==> src/rtl/cpu_ack_pkg.sv <==
package cpu_ack_pkg;
  typedef enum logic [2:0] {
    SEL_TASKPRI = 3'd0,
    SEL_IDENT   = 3'd1,
    SEL_ACK     = 3'd2,
    SEL_EOI     = 3'd3,
    SEL_SPUR    = 3'd4
  } acc_sel_e;
endpackage

==> src/rtl/prio_pick.sv <==
module prio_pick #(
  parameter int N  = 16,
  parameter int PW = 5
) (
  input  logic [N-1:0]    set_i,
  input  logic [N*PW-1:0] prio_i,
  output logic            found_o,
  output logic [N-1:0]    hit_o,
  output logic [PW-1:0]   best_o
);
  // upward scan, strict greater replaces: ties resolve to lowest index
  always_comb begin
    found_o = 1'b0;
    hit_o   = '0;
    best_o  = '0;
    for (int i = 0; i < N; i++) begin
      if (set_i[i] && (!found_o || prio_i[i*PW +: PW] > best_o)) begin
        found_o  = 1'b1;
        best_o   = prio_i[i*PW +: PW];
        hit_o    = '0;
        hit_o[i] = 1'b1;
      end
    end
  end
endmodule

==> src/rtl/cpu_regs.sv <==
module cpu_regs #(
  parameter int TP_W   = 4,
  parameter int SV_W   = 8,
  parameter int DATA_W = 32
) (
  input  logic              clk,
  input  logic              rst_n,
  input  logic              tp_we_i,
  input  logic              sv_we_i,
  input  logic [DATA_W-1:0] wdata_i,
  output logic [TP_W-1:0]   tp_o,
  output logic [SV_W-1:0]   sv_o
);
  logic [TP_W-1:0] tp_q, tp_d;
  logic [SV_W-1:0] sv_q, sv_d;

  always_comb begin
    tp_d = tp_q;
    sv_d = sv_q;
    if (tp_we_i) tp_d = wdata_i[TP_W-1:0];
    if (sv_we_i) sv_d = wdata_i[SV_W-1:0];
  end

  always_ff @(posedge clk or negedge rst_n) begin
    if (!rst_n) begin
      tp_q <= '1;
      sv_q <= '1;
    end else begin
      tp_q <= tp_d;
      sv_q <= sv_d;
    end
  end

  assign tp_o = tp_q;
  assign sv_o = sv_q;
endmodule

==> src/rtl/cpu_ack_eoi.sv <==
module cpu_ack_eoi
  import cpu_ack_pkg::*;
#(
  parameter int NUM_SRC = 16,
  parameter int PRIO_W  = 5,
  parameter int VEC_W   = 8,
  parameter int TP_W    = 4,
  parameter int DATA_W  = 32,
  parameter int CPU_IDX = 0
) (
  input  logic                      clk,
  input  logic                      rst_n,
  input  logic [NUM_SRC*PRIO_W-1:0] src_prio_i,
  input  logic [NUM_SRC*VEC_W-1:0]  src_vec_i,
  input  logic [NUM_SRC-1:0]        src_level_i,
  input  logic [NUM_SRC-1:0]        src_active_i,
  input  logic [NUM_SRC-1:0]        raise_i,
  input  logic                      reg_rd_i,
  input  logic                      reg_wr_i,
  input  logic [2:0]                reg_sel_i,
  input  logic [DATA_W-1:0]         reg_wdata_i,
  output logic [DATA_W-1:0]         rdata_o,
  output logic                      rvalid_o,
  output logic [NUM_SRC-1:0]        act_clr_o,
  output logic [NUM_SRC-1:0]        pend_clr_o,
  output logic                      irq_o
);
  localparam int SV_W = VEC_W;

  acc_sel_e sel;
  assign sel = acc_sel_e'(reg_sel_i);

  logic rd_ack, wr_eoi;
  assign rd_ack = reg_rd_i && (sel == SEL_ACK);
  assign wr_eoi = reg_wr_i && (sel == SEL_EOI);

  logic [TP_W-1:0] tp;
  logic [SV_W-1:0] spur;
  logic [PRIO_W-1:0] tp_ext;
  assign tp_ext = PRIO_W'(tp);

  cpu_regs #(.TP_W(TP_W), .SV_W(SV_W), .DATA_W(DATA_W)) u_regs (
    .clk     (clk),
    .rst_n   (rst_n),
    .tp_we_i (reg_wr_i && (sel == SEL_TASKPRI)),
    .sv_we_i (reg_wr_i && (sel == SEL_SPUR)),
    .wdata_i (reg_wdata_i),
    .tp_o    (tp),
    .sv_o    (spur)
  );

  logic [NUM_SRC-1:0] raised_q, raised_d, isr_q, isr_d;
  logic               irq_q, irq_d;
  logic [DATA_W-1:0]  rdata_q, rdata_d;
  logic               rvalid_q;

  // current winners
  logic r_found, i_found;
  logic [NUM_SRC-1:0] r_hit, i_hit;
  logic [PRIO_W-1:0]  r_best, i_best;

  prio_pick #(.N(NUM_SRC), .PW(PRIO_W)) u_pick_raised (
    .set_i(raised_q), .prio_i(src_prio_i),
    .found_o(r_found), .hit_o(r_hit), .best_o(r_best));
  prio_pick #(.N(NUM_SRC), .PW(PRIO_W)) u_pick_isr (
    .set_i(isr_q), .prio_i(src_prio_i),
    .found_o(i_found), .hit_o(i_hit), .best_o(i_best));

  // attributes of the raised winner
  logic             win_active, win_level, ack_ok;
  logic [VEC_W-1:0] win_vec;
  always_comb begin
    win_vec = '0;
    for (int i = 0; i < NUM_SRC; i++)
      if (r_hit[i]) win_vec = src_vec_i[i*VEC_W +: VEC_W];
  end
  assign win_active = |(r_hit & src_active_i);
  assign win_level  = |(r_hit & src_level_i);
  assign ack_ok     = r_found && win_active && (r_best > tp_ext);

  // sets as they would stand after an acknowledge or a retirement
  logic [NUM_SRC-1:0] raised_ack, isr_ack, isr_eoi;
  assign raised_ack = raised_q & ~r_hit;
  assign isr_ack    = ack_ok ? (isr_q | r_hit) : isr_q;
  assign isr_eoi    = isr_q & ~i_hit;

  logic ra_found, ia_found, ie_found;
  logic [NUM_SRC-1:0] ra_hit, ia_hit, ie_hit;
  logic [PRIO_W-1:0]  ra_best, ia_best, ie_best;

  prio_pick #(.N(NUM_SRC), .PW(PRIO_W)) u_pick_raised_ack (
    .set_i(raised_ack), .prio_i(src_prio_i),
    .found_o(ra_found), .hit_o(ra_hit), .best_o(ra_best));
  prio_pick #(.N(NUM_SRC), .PW(PRIO_W)) u_pick_isr_ack (
    .set_i(isr_ack), .prio_i(src_prio_i),
    .found_o(ia_found), .hit_o(ia_hit), .best_o(ia_best));
  prio_pick #(.N(NUM_SRC), .PW(PRIO_W)) u_pick_isr_eoi (
    .set_i(isr_eoi), .prio_i(src_prio_i),
    .found_o(ie_found), .hit_o(ie_hit), .best_o(ie_best));

  // raise acceptance against task priority
  logic [NUM_SRC-1:0] raise_ok;
  logic               raise_hi;
  always_comb begin
    raise_hi = 1'b0;
    for (int i = 0; i < NUM_SRC; i++) begin
      raise_ok[i] = raise_i[i] && (src_prio_i[i*PRIO_W +: PRIO_W] > tp_ext);
      if (raise_ok[i] && (!r_found || src_prio_i[i*PRIO_W +: PRIO_W] > r_best))
        raise_hi = 1'b1;
    end
  end

  // next state
  always_comb begin
    raised_d = raised_q;
    isr_d    = isr_q;
    irq_d    = irq_q;
    if (rd_ack && r_found) begin
      raised_d = raised_ack;
      isr_d    = isr_ack;
      irq_d    = ra_found && (ra_best > tp_ext) && (!ia_found || ra_best > ia_best);
    end else if (wr_eoi && i_found) begin
      isr_d = isr_eoi;
      if (r_found && (!ie_found || r_best > ie_best)) irq_d = 1'b1;
    end
    raised_d = raised_d | raise_ok;
    if (raise_hi) irq_d = 1'b1;
  end

  always_comb begin
    unique case (sel)
      SEL_TASKPRI: rdata_d = DATA_W'(tp);
      SEL_IDENT:   rdata_d = DATA_W'(CPU_IDX);
      SEL_ACK:     rdata_d = ack_ok ? DATA_W'(win_vec) : DATA_W'(spur);
      SEL_EOI:     rdata_d = '0;
      SEL_SPUR:    rdata_d = DATA_W'(spur);
      default:     rdata_d = '1;
    endcase
  end

  always_ff @(posedge clk or negedge rst_n) begin
    if (!rst_n) begin
      raised_q <= '0;
      isr_q    <= '0;
      irq_q    <= 1'b0;
      rdata_q  <= '0;
      rvalid_q <= 1'b0;
    end else begin
      raised_q <= raised_d;
      isr_q    <= isr_d;
      irq_q    <= irq_d;
      rvalid_q <= reg_rd_i;
      if (reg_rd_i) rdata_q <= rdata_d;
    end
  end

  // clear pulses toward the source unit, in the cycle of the read strobe
  logic take;
  assign take       = rd_ack && r_found;
  assign act_clr_o  = (take && (!ack_ok || !win_level)) ? r_hit : '0;
  assign pend_clr_o = (take && !win_level) ? r_hit : '0;

  assign rdata_o  = rdata_q;
  assign rvalid_o = rvalid_q;
  assign irq_o    = irq_q;
endmodule

==> config.mk <==
export PLATFORM = sky130hd
export DESIGN_NAME = cpu_ack_eoi
export DESIGN_NICKNAME = d
export VERILOG_FILES = /design/src/rtl/cpu_ack_pkg.sv /design/src/rtl/prio_pick.sv /design/src/rtl/cpu_regs.sv /design/src/rtl/cpu_ack_eoi.sv
export SDC_FILE = /design/constraint.sdc
export NUM_CORES = 1
export LEC_CHECK = 0
export ABC_CLOCK_PERIOD_IN_PS = 60200
export BUFFER_PORTS_ARGS = -buffer_cell sky130_fd_sc_hd__buf_2
export CAP_MARGIN = 0
export CELL_PAD_IN_SITES_DETAIL_PLACEMENT = 1
export CELL_PAD_IN_SITES_GLOBAL_PLACEMENT = 2
export CORE_ASPECT_RATIO = 0.9
export CORE_UTILIZATION = 35
export CTS_BUF_LIST = sky130_fd_sc_hd__clkbuf_4 sky130_fd_sc_hd__clkbuf_8 sky130_fd_sc_hd__clkbuf_16
export DETAILED_ROUTE_END_ITERATION = 10
export GPL_TIMING_DRIVEN = 0
export MAX_ROUTING_LAYER = met4
export PLACE_DENSITY_LB_ADDON = 0.05
export SETUP_SLACK_MARGIN = 0.2
export SKIP_CTS_REPAIR_TIMING = 1
export SYNTH_ARGS = -nofsm -noshare
export SYNTH_HDL_FRONTEND = slang
export SYNTH_HIERARCHICAL = 1
export SYNTH_SLANG_ARGS = --single-unit
==> constraint.sdc <==
create_clock -name clk -period 60.2 [get_ports clk]
set_clock_uncertainty 0.05 [all_clocks]
set_input_delay 12.04 -clock clk [delete_from_list [all_inputs] [get_ports clk]]
set_output_delay 12.04 -clock clk [all_outputs]
set_load 0.005 [all_outputs]
# == Yosys cells after proc, flatten, opt, wreduce, memory -nomap -nowiden ==
# Cells that the tools add are included.
# Widths: inputs -> output; s select.
# op_classes
mux,235
bitwise,8
shift,0
n_mul,0
n_lt_le_gt_ge,111
n_div,0
add_sub_neg,0
n_reduce_logical,302
eq_ne,4
# ops
op,n
$gt 5x5->1,93
$mux 5,81
$mux 8,19
$mux 16,8
$pmux 32 s4,1
$logic_and 1x1->1,120
$mux 1,102
$logic_or 1x1->1,94
$gt 5x4->1,18
$logic_not 1->1,80
$and 16x16->16,4
$not 16->16,2
$or 16x16->16,2
$reduce_or 16->1,2
$mux 15,2
$mux 14,2
$mux 13,2
$mux 12,2
$mux 11,2
$mux 10,2
$mux 9,2
$mux 7,2
$mux 6,2
$mux 4,2
10 further kinds,14
# word_totals
rom_bits,0
ramBits,0
elab_cells,667
latch_bits,0
memories,0
inputBits,295
regBits,78

# == Longest topological paths before layout ==
# logic_depth
depth_word,132
depth_mapped,309

# == Cells and area by module ==
# Netlist, hierarchy kept.
# modules_own_cells
mod,instances,seq_area_each_um2,cells_per_inst,area_per_inst_um2
prio_pick at u_pick_isr ...,2,0.0,554,3900.0
prio_pick at u_pick_isr_eoi ...,2,0.0,553,3842.4
cpu_ack_eoi,1,1076.0,942,7448.4
prio_pick at u_pick_raised_ack,1,0.0,543,3905.0
cpu_regs,1,315.3,25,491.7

# == Worst setup path before layout ==
# Ideal clock, no wire load.
# synth_timing
path_kind,input to register
start,input src_prio_i[4]
end,register irq_q (netlist: irq_o)
path_slack_ps,-2981
required_ps,60002
n_path_buf,14
path_stages,288
t_arrival_ps,62983
cell_sequence,nand2_1 ha_1 a21oi_1 nand2_1 o21ai_1 inv_1 o21ai_0 inv_1 ha_1 nand3_1 o31ai_1 a31o_2 clkbuf_1 mux2_2 inv_1 ha_1 and3_1 and3_1 (+252 left out) o21ai_0 nand2b_1 a21oi_1 a31oi_1 o21ai_0 buf_2 nor2_1 a21oi_1 o31a_1 inv_1 ha_1 o21ai_0 a21oi_1 o21a_1 o21ai_0 a211oi_1 a2111oi_0 nand4_1
# synth_via
word_cells_on_any_way,580
cone_classes,96 x order compare; 206 x mux; 6 x bitwise; 272 x reduce/logical
# synth_lines
element,line_no,rtl
start: declaration,cpu_ack_eoi.sv:13,"input logic [NUM_SRC*PRIO_W-1:0] src_prio_i,"
$mux 5 (*),prio_pick.sv:17,if (set_i[i] && (!found_o || prio_i[i*PW +: PW] > best_o)) begin
$gt 5x5->1,prio_pick.sv:17,
$logic_or 1x1->1,prio_pick.sv:17,
$logic_and 1x1->1,prio_pick.sv:17,
$mux 5 or $mux 1 (tied branches),prio_pick.sv:17,
$gt 5x5->1 or $logic_not 1->1 (tied branches),prio_pick.sv:17,
$logic_or 1x1->1,prio_pick.sv:17,
$logic_and 1x1->1,prio_pick.sv:17,
(+53 left out),-,
via r_best[0],cpu_ack_eoi.sv:60,"logic [PRIO_W-1:0] r_best, i_best;"
(+3 left out),-,
via isr_ack[0],cpu_ack_eoi.sv:82,"logic [NUM_SRC-1:0] raised_ack, isr_ack, isr_eoi;"
(+59 left out),-,
$logic_and 1x1->1,prio_pick.sv:17,
$mux 5 (*),prio_pick.sv:17,
via ia_best[2],cpu_ack_eoi.sv:89,"logic [PRIO_W-1:0] ra_best, ia_best, ie_best;"
$gt 5x5->1 (*),cpu_ack_eoi.sv:121,irq_d = ra_found && (ra_best > tp_ext) && (!ia_found || ra_best > ia_best);
$logic_or 1x1->1 (*),cpu_ack_eoi.sv:121,
$logic_and 1x1->1 (*),cpu_ack_eoi.sv:121,
$mux 1 (*),cpu_ack_eoi.sv:118,if (rd_ack && r_found) begin
$mux 1 (*),cpu_ack_eoi.sv:127,if (raise_hi) irq_d = 1'b1;
end signal: assignment,cpu_ack_eoi.sv:151,irq_q <= irq_d;
end: declaration,cpu_ack_eoi.sv:53,"logic irq_q, irq_d;"
# The timed path passes the listed nets; every way through them passes the cells marked *.
# A chain may end at the register's enable or synchronous reset.

# == Worst setup path after layout ==
# layout_timing
start,input src_prio_i[3]
end,register irq_q (netlist: irq_o)
# layout_via
elab_chain_cells,132
word_cells_on_any_way,580
cone_classes,96 x order compare; 206 x mux; 6 x bitwise; 272 x reduce/logical
# layout_rtl
element,line_no,rtl
$mux 5 (*),prio_pick.sv:17,
$gt 5x5->1,prio_pick.sv:17,
$logic_or 1x1->1,prio_pick.sv:17,
$logic_and 1x1->1,prio_pick.sv:17,
$mux 5 or $mux 1 (tied branches),prio_pick.sv:17,
$gt 5x5->1 or $logic_not 1->1 (tied branches),prio_pick.sv:17,
$logic_or 1x1->1,prio_pick.sv:17,
$logic_and 1x1->1,prio_pick.sv:17,
(+53 left out),-,
via r_hit[0],cpu_ack_eoi.sv:59,"logic [NUM_SRC-1:0] r_hit, i_hit;"
(+5 left out),-,
via isr_ack[0],cpu_ack_eoi.sv:82,
(+59 left out),-,
$logic_and 1x1->1,prio_pick.sv:17,
$mux 5 (*),prio_pick.sv:17,
via ia_best[1],cpu_ack_eoi.sv:89,
$gt 5x5->1 (*),cpu_ack_eoi.sv:121,
$logic_or 1x1->1 (*),cpu_ack_eoi.sv:121,
$logic_and 1x1->1 (*),cpu_ack_eoi.sv:121,
$mux 1 (*),cpu_ack_eoi.sv:118,
$mux 1 (*),cpu_ack_eoi.sv:127,
# Marked as above.

==> reports/summary.log <==
[job] Maximum Capacitance Violations 0
[worst_setup_path] worst setup slack for register-to-register paths 7.56 ns
[die] # rows 95
[worst_setup_path] cell at the slowest stage of the critical path sky130_fd_sc_hd__or4b_4
[finish] # nets final 5091
[worst_setup_path] cell repeated most along the worst path sky130_fd_sc_hd__ha_4
[sta] Final Cycle Share 1.06
[die] I/O Pins 361
[grt] global-route congestion overflow total 0
[placed_design] weighted congestion at the end of routability-driven global placement 0.903
[finish] fraction of layout cells with a size suffix above 1 0.364
[sta] Min Clock Period, post-route 63.64 ns
[placed_design] Detailed Place HPWL 101000 µm
[die] die area 77500 µm²
[clocking] worst-case clock buffer depth 2
[grt] overall routing resource usage 0.318
[clocking] TritonCTS Buffers 5
[clocking] H-tree levels 2
[die] floorplan core area 75100 µm²
[sta] number of failing hold endpoints at the final stage 0
[synth] synthesized area 26800 µm²
[grt] met1 capacity usage during global routing 0.431
[worst_setup_path] Critical Path Start Type input port
[clocking] CTS tree done
[sta] endpoints failing setup 1
[clocking] clock tree root driver cell sky130_fd_sc_hd__clkbuf_16
[clocking] number of clock sinks seen by CTS 55
[die] width of the chip 293 µm
[worst_setup_path] type of element capturing the critical path register
[synth] synthesized netlist net count 4421
[worst_setup_path] CP Data Arrival Time 63.81 ns
[clocking] CTS clk-pin slew, worst paths 0.10 ns
[sta] Slew Limit Headroom 0.0683
[synth] cell count after synthesis 3624
[routing] number of vias after detailed routing 32100
[finish] most common cell after layout, fill and taps aside sky130_fd_sc_hd__ha_1
[grt] number of antenna violations at the first check in global routing 6
[clocking] Clk Latency, worst-skew pair 0.36 ns
[worst_setup_path] maximum net fanout on the critical path 8
[grt] GR met2 Demand/Resource 0.514
[finish] layout overhead on the synthesized area 37.6%
[routing] wire length per cell after detailed routing 25.0 µm
[routing] violation count after the first detailed-routing iteration 1927
[die] initial core utilization 0.356
[grt] first-pass GRT wire length 185000 µm
[sta] worst-case hold slack 0.502 ns
[sta] unrepaired setup endpoints after global routing yes
[grt] pin count of the biggest net entering global routing 40
[routing] drc violations 0
[die] y dimension of the die 264 µm
[routing] number of search-and-repair iterations in the first detailed-routing pass 6
[synth] synthesis warning total 6
[routing] detailed-route vias per instance 6.03
[worst_setup_path] Worst path max stage delay 0.56 ns
[sta] transition at the pin with the smallest max-transition slack 1.39 ns
[grt] GRT Max-Usage Layer met2
[placed_design] port bufs 335
[sta] Max Fclk 15.7 MHz
[grt] global-route track usage on met3 0.0294
[routing] remaining number of nets flagged by the antenna check after routing 0
[worst_setup_path] required time of the critical path 60.37 ns
[sta] Setup WS post-layout -3.44 ns
[synth] Avg Cell Area, Syn 7.38 µm²
[routing] total wire length after detailed routing 133000 µm
[worst_setup_path] Setup CP Type input port to register
[sta] max-slew violation count 0
[status] status finished with violations
[status] violated checks setup timing
[grt] via count of the first global-routing pass 29900
[hold_path] class of the worst hold path register to register
[finish] most frequent cells in the layout sky130_fd_sc_hd__ha_1 (426), sky130_fd_sc_hd__buf_4 (337), sky130_fd_sc_hd__buf_2 (332)
[cell type report]
| type | count | area, µm² |
|---|---|---|
| fill | 9079 | 38300 |
| buffer | 115 | 872 |
| multi-input combinational | 3122 | 27500 |
| clock buffer | 5 | 125 |
| clock inverter | 3 | 27.5 |
| antenna | 6 | 15.0 |
| tap | 1018 | 1270 |
| inverter | 333 | 1280 |
| sequential | 55 | 1390 |
| timing repair buffer | 662 | 4300 |
[stage by stage]
| stage | util | instance area, µm² | setup slack [ns] | TNS (ns) | std cells |
|---|---|---|---|---|---|
| 2_1_floorplan | - | 27100 | 0.205 | 0 | 3624 |
| 3_3_place_gp | 0.400 | 30000 | -10.35 | -10.35 | 4977 |
| 3_5_place_dp | 0.401 | 30100 | -10.50 | -10.50 | 4980 |
| 4_1_cts | 0.403 | 30300 | -10.25 | -10.25 | 4988 |
| 5_1_grt | 0.490 | 36800 | -5.50 | -5.50 | 5318 |
| 6_report | 0.490 | 36800 | -3.44 | -3.44 | 5319 |
[critical path: cells and delay by family]
| kind | cells | cell delay [ns] |
|---|---|---|
| buf+inv | 42 | 5.13 |
| mux | 19 | 5.34 |
| simple gates | 69 | 9.82 |
| fa+ha+maj | 31 | 7.78 |
| compound gates | 131 | 23.55 |
[final timing paths]
kind	from	endpoint	cells past startpoint
setup reg to reg	raised_q[0]	irq_o	292
setup / recovery	src_prio_i[3]	irq_o	292
max in group asynchronous	rst_n	u_regs/sv_o[7]	2
hold / removal	rdata_o[7]	rdata_o[7]	2
min in group asynchronous	rst_n	isr_q[1]	1
hold reg to reg	rdata_o[7]	rdata_o[7]	2
[flip-flops by register name (all words and copies together), names as in the netlist]
name,count
irq_o,1
u_regs/sv_o,8
rdata_o,9
raised_q,16
u_regs/tp_o,4
isr_q,16
rvalid_o,1
[routing by layer]
metal  wire, µm  share of wire  vias up
met2      62600           0.47      851
met4       2590          0.019        0
met3       6650          0.050      121
met5          0              0        -
li1           -              -    15100
met1      61100           0.46    16100
Power is not shown: default switching activity piles up to over one toggle a cycle in this logic, so the estimate is an artifact.
